--- src/rtl/slowbus_pkg.sv ---
package slowbus_pkg;
  typedef enum logic [1:0] {
    ST_IDLE = 2'd0,
    ST_ADDR = 2'd1,
    ST_DATA = 2'd2,
    ST_DONE = 2'd3
  } sb_state_e;
endpackage

--- src/rtl/slowbus_dev_decode.sv ---
module slowbus_dev_decode #(
  parameter int N_DEV  = 2,
  parameter int WAIT_W = 4,
  parameter int SEL_W  = 1
) (
  input  logic [SEL_W-1:0]        sel,
  input  logic [N_DEV-1:0]        cfg_self,
  input  logic [N_DEV*WAIT_W-1:0] cfg_wait,
  output logic [N_DEV-1:0]        cs_n,
  output logic                    self_t,
  output logic [WAIT_W-1:0]       wait_v
);
  // one active-low select per device
  for (genvar g = 0; g < N_DEV; g++) begin : g_cs
    assign cs_n[g] = (sel != SEL_W'(g));
  end

  assign self_t = cfg_self[sel];
  assign wait_v = cfg_wait[sel*WAIT_W +: WAIT_W];
endmodule

--- src/rtl/slowbus_addr_seq.sv ---
module slowbus_addr_seq #(
  parameter int BYTE_W  = 8,
  parameter int N_BYTES = 3,
  parameter int PH_W    = 2
) (
  input  logic [N_BYTES*BYTE_W-1:0] low_part,
  input  logic [PH_W-1:0]           idx,
  output logic [BYTE_W-1:0]         byte_o,
  output logic [N_BYTES-1:0]        le_o
);
  logic [BYTE_W-1:0] piece [N_BYTES];
  logic [N_BYTES-1:0] hit;

  // piece 0 is the most significant byte
  for (genvar g = 0; g < N_BYTES; g++) begin : g_piece
    assign piece[g] = low_part[(N_BYTES-g)*BYTE_W-1 -: BYTE_W];
    assign hit[g]   = (idx == PH_W'(g));
  end

  always_comb begin
    byte_o = '0;
    le_o   = '0;
    for (int i = 0; i < N_BYTES; i++) begin
      if (hit[i]) begin
        byte_o             = piece[i];
        le_o[N_BYTES-1-i]  = 1'b1;
      end
    end
  end
endmodule

--- src/rtl/slowbus_wait_timer.sv ---
module slowbus_wait_timer #(
  parameter int WAIT_W     = 4,
  parameter int TMO_CYCLES = 255,
  parameter int TMO_W      = 8
) (
  input  logic              clk,
  input  logic              rst,
  input  logic              run,
  input  logic              self_t,
  input  logic [WAIT_W-1:0] lim,
  input  logic              ack_n,
  output logic              fin,
  output logic              tmo
);
  logic [TMO_W-1:0] cnt;
  logic [TMO_W-1:0] lim_x;
  logic             at_lim;
  logic             at_guard;

  always_ff @(posedge clk) begin
    if (rst || !run) cnt <= '0;
    else             cnt <= cnt + 1'b1;
  end

  assign lim_x    = TMO_W'(lim);
  assign at_lim   = (cnt == lim_x);
  assign at_guard = (cnt == TMO_W'(TMO_CYCLES-1));

  assign fin = self_t ? (!ack_n || at_guard) : at_lim;
  assign tmo = self_t && ack_n && at_guard;
endmodule

--- src/rtl/slow_bus_ctrl.sv ---
module slow_bus_ctrl #(
  parameter int ADDR_W     = 26,
  parameter int BYTE_W     = 8,
  parameter int N_BYTES    = 3,
  parameter int WAIT_W     = 4,
  parameter int TMO_CYCLES = 255
) (
  input  logic                        clk,
  input  logic                        rst,
  input  logic                        req,
  input  logic                        wr,
  input  logic [ADDR_W-1:0]           addr,
  input  logic [BYTE_W-1:0]           wdata,
  input  logic [1:0]                  cfg_self,
  input  logic [2*WAIT_W-1:0]         cfg_wait,
  output logic                        grant,
  output logic [BYTE_W-1:0]           rdata,
  output logic                        tmo_err,
  output logic [BYTE_W-1:0]           bus_out,
  output logic                        bus_oe,
  input  logic [BYTE_W-1:0]           bus_in,
  output logic [N_BYTES-1:0]          latch_en,
  output logic                        addr_msb,
  output logic [1:0]                  cs_n,
  output logic                        oe_n,
  output logic                        we_n,
  input  logic                        ack_n
);
  import slowbus_pkg::*;

  localparam int DEV_AW = ADDR_W - 1;
  localparam int N_DEV  = 2;
  localparam int SEL_W  = 1;
  localparam int LAT_W  = N_BYTES * BYTE_W;
  localparam int PH_W   = $clog2(N_BYTES + 1);
  localparam int TMO_W  = $clog2(TMO_CYCLES + 1);

  sb_state_e           st;
  logic [PH_W-1:0]     ph;
  logic [DEV_AW-1:0]   a_q;
  logic                wr_q;
  logic [BYTE_W-1:0]   wd_q;
  logic                self_q;
  logic [WAIT_W-1:0]   wait_q;

  logic [N_DEV-1:0]    dec_cs;
  logic                dec_self;
  logic [WAIT_W-1:0]   dec_wait;
  logic [LAT_W-1:0]    seq_src;
  logic [PH_W-1:0]     seq_idx;
  logic [BYTE_W-1:0]   seq_byte;
  logic [N_BYTES-1:0]  seq_le;
  logic                tm_fin;
  logic                tm_tmo;

  slowbus_dev_decode #(.N_DEV(N_DEV), .WAIT_W(WAIT_W), .SEL_W(SEL_W)) u_dec (
    .sel      (addr[ADDR_W-1 -: SEL_W]),
    .cfg_self (cfg_self),
    .cfg_wait (cfg_wait),
    .cs_n     (dec_cs),
    .self_t   (dec_self),
    .wait_v   (dec_wait)
  );

  // in idle the first byte comes straight from the request
  assign seq_src = (st == ST_IDLE) ? addr[LAT_W-1:0] : a_q[LAT_W-1:0];
  assign seq_idx = (st == ST_IDLE) ? '0 : ph + 1'b1;

  slowbus_addr_seq #(.BYTE_W(BYTE_W), .N_BYTES(N_BYTES), .PH_W(PH_W)) u_seq (
    .low_part (seq_src),
    .idx      (seq_idx),
    .byte_o   (seq_byte),
    .le_o     (seq_le)
  );

  slowbus_wait_timer #(.WAIT_W(WAIT_W), .TMO_CYCLES(TMO_CYCLES), .TMO_W(TMO_W)) u_tmr (
    .clk    (clk),
    .rst    (rst),
    .run    (st == ST_DATA),
    .self_t (self_q),
    .lim    (wait_q),
    .ack_n  (ack_n),
    .fin    (tm_fin),
    .tmo    (tm_tmo)
  );

  always_ff @(posedge clk) begin
    if (rst) begin
      st       <= ST_IDLE;
      ph       <= '0;
      a_q      <= '0;
      wr_q     <= 1'b0;
      wd_q     <= '0;
      self_q   <= 1'b0;
      wait_q   <= '0;
      grant    <= 1'b0;
      rdata    <= '0;
      tmo_err  <= 1'b0;
      bus_out  <= '0;
      bus_oe   <= 1'b0;
      latch_en <= '0;
      addr_msb <= 1'b0;
      cs_n     <= '1;
      oe_n     <= 1'b1;
      we_n     <= 1'b1;
    end else begin
      case (st)
        ST_IDLE: begin
          grant   <= 1'b0;
          tmo_err <= 1'b0;
          if (req) begin
            st       <= ST_ADDR;
            ph       <= '0;
            a_q      <= addr[DEV_AW-1:0];
            wr_q     <= wr;
            wd_q     <= wdata;
            self_q   <= dec_self;
            wait_q   <= dec_wait;
            cs_n     <= dec_cs;
            addr_msb <= addr[DEV_AW-1];
            bus_out  <= seq_byte;
            latch_en <= seq_le;
            bus_oe   <= 1'b1;
          end
        end
        ST_ADDR: begin
          if (ph == PH_W'(N_BYTES-1)) begin
            st       <= ST_DATA;
            latch_en <= '0;
            bus_out  <= wr_q ? wd_q : '0;
            bus_oe   <= wr_q;
            we_n     <= !wr_q;
            oe_n     <= wr_q;
          end else begin
            ph       <= ph + 1'b1;
            bus_out  <= seq_byte;
            latch_en <= seq_le;
          end
        end
        ST_DATA: begin
          if (tm_fin) begin
            st       <= ST_DONE;
            grant    <= 1'b1;
            tmo_err  <= tm_tmo;
            if (!wr_q) rdata <= bus_in;
            cs_n     <= '1;
            addr_msb <= 1'b0;
            bus_out  <= '0;
            bus_oe   <= 1'b0;
            we_n     <= 1'b1;
            oe_n     <= 1'b1;
          end
        end
        ST_DONE: begin
          grant   <= 1'b0;
          tmo_err <= 1'b0;
          st      <= ST_IDLE;
        end
        default: st <= ST_IDLE;
      endcase
    end
  end
endmodule

--- config.mk ---
export PLATFORM = sky130hd
export DESIGN_NAME = slow_bus_ctrl
export DESIGN_NICKNAME = d
export VERILOG_FILES = /design/src/rtl/slowbus_pkg.sv /design/src/rtl/slowbus_dev_decode.sv /design/src/rtl/slowbus_addr_seq.sv /design/src/rtl/slowbus_wait_timer.sv /design/src/rtl/slow_bus_ctrl.sv
export SDC_FILE = /design/constraint.sdc
export NUM_CORES = 1
export LEC_CHECK = 0
export BUFFER_PORTS_ARGS = -buffer_cell sky130_fd_sc_hd__clkbuf_2
export CORE_MARGIN = 2
export CORE_UTILIZATION = 54
export DETAILED_ROUTE_END_ITERATION = 8
export PLACE_DENSITY = 0.76
export SLEW_MARGIN = 0
export SYNTH_ARGS = -nofsm -noshare
export SYNTH_HDL_FRONTEND = slang
export SYNTH_HIERARCHICAL = 1
export SYNTH_SLANG_ARGS = --single-unit
--- constraint.sdc ---
create_clock -name clk -period 2.6 [get_ports clk]
set_clock_uncertainty 0.15 [all_clocks]
set_input_delay 0.39 -clock clk [delete_from_list [all_inputs] [get_ports clk]]
set_output_delay 0.39 -clock clk [all_outputs]
set_load 0.05 [all_outputs]
After elaboration in Yosys (flattened, before gate mapping)
Index checks and enable logic that the tools add are counted.

storage, ports and cells
  register bits = 77
  latch bits = 0
  RAM bits = 0
  ROM bits = 0
  input bits = 57
  output and inout port bits = 27
  word-level logic and storage cells = 102
  memories = 0

cells by class
  $add $sub $neg = 2
  $mul = 0
  div/mod/pow operators = 0
  $lt $le $gt $ge = 1
  equal/unequal tests = 12
  shifts and indexed selects = 1
  multiplexer cells = 41
  bitwise gates (word level) = 2
  reduce and logical (&&, ||, !) cells = 25

operators by type and width
  kind                 count
  $mux 8               7
  $mux 24              1
  $pmux 8 s3           1
  $reduce_and 3->1     6
  $mux 2               7
  $mux 1               13
  $pmux 1 s2           5
  $add 8x1->8 const B  1
  $eq 2x2->1 const B   4
  $eq 8x4->1           1
  $eq 8x8->1 const B   1
  $ne 2x2->1 const B   4
  $pmux 2 s2           2
  $pmux 2 s4           1
  $reduce_bool 2->1    4
  $shiftx 8x4->4       1
  $mux 3               2
  $pmux 3 s2           1
  $reduce_and 2->1     3
  $eq 2x1->1 const B   2
  $logic_not 2->1      2
  $reduce_and 4->1     1
  $logic_not 1->1      3
  $pmux 1 s3           1
  7 further kinds      10

Logic depth before layout (Yosys ltp)
  word-level depth = 8
  gate-level depth with buffers = 12
  mapped depth without buffers = 9

By module
Netlist, hierarchy kept.

modules (own cells, without submodules)
  module              times used  cells an instance  area each (um2)  sequential area each (um2)
  slow_bus_ctrl       1           389                3186.8           1381.3
  slowbus_wait_timer  1           50                 417.9            160.2
  slowbus_addr_seq    1           22                 187.7            0.0
  slowbus_dev_decode  1           8                  97.6             0.0

Least setup slack after synthesis
OpenSTA, ideal clock, no wires.

  path kind = reg2reg
  from = register st[0]
  to = register bus_out[0]
  setup time = 0.131 ns
  arrival = 1.969 ns
  required time = 2.319 ns
  slack = 0.350 ns
  stages on the path, launching flop included = 13
  buffers on the path = 3
  period minus slack after synthesis = 2.250 ns
  cells stage by stage = dfxtp_1 inv_1 ha_1 buf_2 buf_2 nor2_1 buf_6 mux2i_1 o2bb2ai_1 nand2b_1 a21oi_1 nor3_1 nor3_1

on the way
  cells in the longest elaborated chain, start to end = 8
  elaborated cells on any way between the ends = 18
  classes of those cells = eq/ne (6); mux (8); reduce/logical (4)

RTL lines
  element                           line                                        RTL
  start: declaration                slow_bus_ctrl.sv:38                         sb_state_e st;
  start signal: assignment          slow_bus_ctrl.sv:89                         st <= ST_IDLE;
  start signal: assignment          slow_bus_ctrl.sv:112                        st <= ST_ADDR;
  start signal: assignment          slow_bus_ctrl.sv:128                        st <= ST_DATA;
  $logic_not 2->1 *                 slow_bus_ctrl.sv:67                         assign seq_idx = (st == ST_IDLE) ? '0 : ph + 1'b1;
  $mux 2 *                          slow_bus_ctrl.sv:67
  named net seq_idx[0]              slow_bus_ctrl.sv:50                         logic [PH_W-1:0] seq_idx;
  $logic_not 2->1                   slowbus_addr_seq.sv:17                      assign hit[g] = (idx == PH_W'(g));
  $mux 8 (2 in a row)               slowbus_addr_seq.sv:24                      if (hit[i]) begin
  $mux 8 *                          slowbus_addr_seq.sv:24
  named net seq_byte[0]             slow_bus_ctrl.sv:51                         logic [BYTE_W-1:0] seq_byte;
  $mux 8, on equally long branches  slow_bus_ctrl.sv:127, slow_bus_ctrl.sv:111
  $pmux 8 s3 *                      slow_bus_ctrl.sv:107                        case (st)
  end signal: assignment            slow_bus_ctrl.sv:121                        bus_out <= seq_byte;
  end signal: assignment            slow_bus_ctrl.sv:130                        bus_out <= wr_q ? wd_q : '0;
  end signal: assignment            slow_bus_ctrl.sv:136                        bus_out <= seq_byte;
  end: declaration                  slow_bus_ctrl.sv:19                         output logic [BYTE_W-1:0] bus_out,

Mark *: on every way through the listed nets, which the timed path passes. The rest lies on a longest branch. The select of a mux whose other input is x is not followed.
A chain may end at the register's enable or synchronous reset.

Worst setup path after layout
  from = register st[0]
  to = register bus_out[0]

on the way
  elaborated cells on any way between the ends = 18
  classes of those cells = eq/ne (6); mux (8); reduce/logical (4)

RTL lines
  element                           line                                        RTL
  $logic_not 2->1 *                 slow_bus_ctrl.sv:66                         assign seq_src = (st == ST_IDLE) ? addr[LAT_W-1:0] : a_q[LAT_W-1:0];
  $mux 24 *                         slow_bus_ctrl.sv:66
  named net seq_src[8]              slow_bus_ctrl.sv:49                         logic [LAT_W-1:0] seq_src;
  $mux 8 * (2 in a row)             slowbus_addr_seq.sv:24
  named net seq_byte[0]             slow_bus_ctrl.sv:51
  $mux 8, on equally long branches  slow_bus_ctrl.sv:127, slow_bus_ctrl.sv:111
  $pmux 8 s3 *                      slow_bus_ctrl.sv:107

Marks and branches as above.

==> impl_metrics.csv <==
group,metric,value,unit
die,rows,30,
layout,final_cells,638,
die,coreArea,6870,µm²
synthesis,ys_seq_area_share,39.6,%
job,maxCapViolations,0,
sta,final-max-slew-violation-count,0,
critical_path,critPathMaxStageDelay,0.36,ns
critical_path,cp.required,2.68,ns
layout,seq_area,1540,µm²
drt,dr.pass1.iters,4,
sta,fin_crit_sh,92.0,%
layout,layout-drive-gt1-share,26.4,%
sta,setup_violations,0,
die,start_util,56.6,%
die,dieArea,7900,µm²
place,gp_congestion,0.824,
clock_network,root_buffer,"clkbuf_8",
die,die_h,88.9,µm
die,io_pins,84,
global_route,grt_pass1_wl,14.3,mm
drt,drcViolationCount,0,
critical_path,crit_path_cell_trace,"inv_1 -> ha_2 -> buf_12 -> mux2_2 -> mux2i_1 -> o2bb2ai_1 -> nand2b_1 -> a21oi_1 -> nor3_1 -> nor3_1",
hold_path,hp-class,"in2reg",
synthesis,syn-num-nets,537,
clock_network,clock_path_buffers,2,
run_status,status,"finished clean",
sta,report.final.hold_viol_count,0,
global_route,overflow,0,
drt,dr_total_vias,3403,
place,place_worst_setup_slack,0.169,ns
critical_path,critPathCaptureType,"flop",
layout,fin_util,66.5,%
layout,nNetsFinal,606,
synthesis,syn_area,3890,µm²
drt,wl_per_cell,13.7,µm
pwr,ir_drop,417,µV
sta,rsz0062_at_grt,"false",
sta,whs,0.107,ns
synthesis,synth.avg_cell_area,8.29,µm²
layout,diodes,0,
critical_path,ff2ff_setup_slack,0.21,ns
critical_path,crit_arrival,2.47,ns
synthesis,yosysTopAreaCellShare,39.6,%
synthesis,synth_cells,469,
sta,tns,0,ns
synthesis,ys_seq_elements,77,
clock_network,clock_sinks,77,
synthesis,yosys-top-cells-area,"dfxtp_1 40%, nand2_1 8.4%, a21oi_1 7.3%",
global_route,gr-usage-all-layers,23.3,%
drt,wirelength,8.77,mm
pwr,power.density,1120,nW/µm²
drt,vias_per_cell,5.33,
synthesis,ys_async_sr_fraction,0,%
clock_network,cts_max_level,3,
synthesis,ys_types,39,
synthesis,yosysWarnings,6,
critical_path,crit_path_start_kind,"flop",
sta,max_slew_margin,65.4,%
clock_network,cts_buffers,9,
place,place_hpwl,6.32,mm
critical_path,crit_path_max_fanout,26,
sta,worst_pin_slew,0.516,ns
drt,ant_nets,0,
place,io_buffers,83,
critical_path,worstSetupPathType,"reg2reg",
critical_path,slowest_stage,"dfxtp_1",
clock_network,cts_hold_buf,0,
sta,max_freq,418,MHz
place,dp_cells,623,
sta,period_needed,2.39,ns
synthesis,ys_dominant_reg_cell,"dfxtp_1",
clock_network,clk_latency,0.35,ns
clock_network,path_clk_slew,0.08,ns
global_route,grt_max_degree,37,
global_route,grt_pass1_vias,3215,
layout,syn_to_final_growth,17.4,%
synthesis,synth_edf_count,0,
clock_network,cts_tree,"done",
sta,timing.final.ws_setup,0.209,ns
pwr,p_leak,1.99,nW
layout,n_fill_cell,583,
critical_path,cpMostUsedCell,"nor3_1",
synthesis,synth_top_cell_by_area,"dfxtp_1",
drt,first_iter_violations,155,
die,dieWidth,88.9,µm
layout,multiInputGateArea,2150,µm²
global_route,antenna_found_initial,0,
## cell families after synthesis
group                    count (synthesis)  synth area share (%)
AND/OR/NAND/NOR                        201                  23.7
AO/OA/AOI/OAI                           84                  12.5
multiplexers                            48                  13.8
flip-flops                              77                  39.6
buffers and inverters                   41                  5.27
adder cells (fa/ha/maj)                 11                  3.54
XOR/XNOR                                 7                  1.58
## cell type report
cell class / instances / share of cell area (%)
inverters: 6 / 0.493
well taps: 96 / 2.63
multi-input cells: 351 / 47.0
clock buffers: 12 / 3.62
clock inverters: 3 / 1.48
repair buffers: 93 / 11.0
flip-flops and latches: 77 / 33.7
## final timing paths
| kind | from | endpoint | cells past startpoint |
|---|---|---|---|
| worst max-delay path | st[0] | bus_out[0] | 10 |
| worst min-delay path | wdata[2] | wd_q[2] | 3 |
| worst max register to register | st[0] | bus_out[0] | 10 |
| worst min register to register | a_q[11] | a_q[11] | 2 |
## critical path: cells and delay by family, from the launching register on
family                   cells  cell delay, ns
AO/OA/AOI/OAI                2            0.23
buffers and inverters        2            0.36
adder cells (fa/ha/maj)      1            0.29
flip-flops                   1            0.36
AND/OR/NAND/NOR              3            0.35
multiplexers                 2            0.54
## per-stage QoR
step	power (mW)	area, µm²
floorplan	3.56	3890
global placement	4.04	4330
detailed placement	4.09	4330
CTS	5.13	4560
global route	5.46	4570
finish	5.11	4570
## sequential cells by signal, summed over array words and instances, names as in the netlist
name	flops
a_q	24
addr_msb	1
bus_oe	1
bus_out	8
cs_n	2
grant	1
latch_en	3
oe_n	1
ph	2
rdata	8
self_q	1
st	2
tmo_err	1
u_tmr/cnt	8
wait_q	4
wd_q	8
we_n	1
wr_q	1
## cells in the final DEF, fill, tap and decap left out, drive strengths merged, types with 2 or more instances in the layout
cell / count
o21bai: 3
ha: 11
nand2b: 14
nand3: 17
a211oi: 2
nor3: 18
nor2b: 14
nand2: 87
nor4: 3
nand4: 2
a21oi: 57
nand3b: 2
nor2: 35
o21ai: 11
inv: 6
mux2: 29
xor2: 6
bufinv: 2
or3: 4
clkbuf: 95
dfxtp: 77
o2bb2ai: 8
buf: 10
mux2i: 19
## synthesized netlist by cell type (2+ instances only)
| master | count |
|---|---|
| dfxtp_1 | 77 |
| inv_1 | 6 |
| o21bai_1 | 3 |
| o2bb2ai_1 | 8 |
| buf_4 | 3 |
| nor3_1 | 17 |
| nand4_1 | 2 |
| nor4_1 | 3 |
| nand3_1 | 17 |
| mux2_4 | 5 |
| nand2_1 | 87 |
| buf_6 | 4 |
| a21oi_1 | 57 |
| nor2b_1 | 14 |
| buf_1 | 5 |
| nor2_1 | 35 |
| o21ai_0 | 10 |
| nand3b_1 | 2 |
| ha_1 | 11 |
| mux2i_1 | 19 |
| buf_2 | 8 |
| clkbuf_1 | 15 |
| or3_1 | 4 |
| xor2_1 | 6 |
| nand2b_1 | 14 |
| mux2_2 | 24 |
## metal layers
metal | track usage [%] | wire, µm | part of all wire, % | vias to the layer above
met5 | 0 | 0 | 0 | -
met4 | 10.7 | 200 | 2.3 | 0
met3 | 3.92 | 404 | 4.6 | 18
met2 | 38.7 | 4210 | 48 | 86
met1 | 29.6 | 3950 | 45 | 1573
li1 | - | - | - | 1726
## repair_timing
action | CTS | global route
gates resized for setup | 0 | 2
hold endpoints to repair | 0 | 0
setup endpoints to repair | 0 | 8
buffers inserted | 0 | 0
## report_power, final
group          leakage [nW]  internal [mW]  switching (mW)
combinational          1.25          0.985            1.54
sequential            0.630           1.41           0.138
clock                 0.115          0.614           0.424
total                  1.99           3.01            2.10
Note: power is estimated with default switching activity, not from simulation.
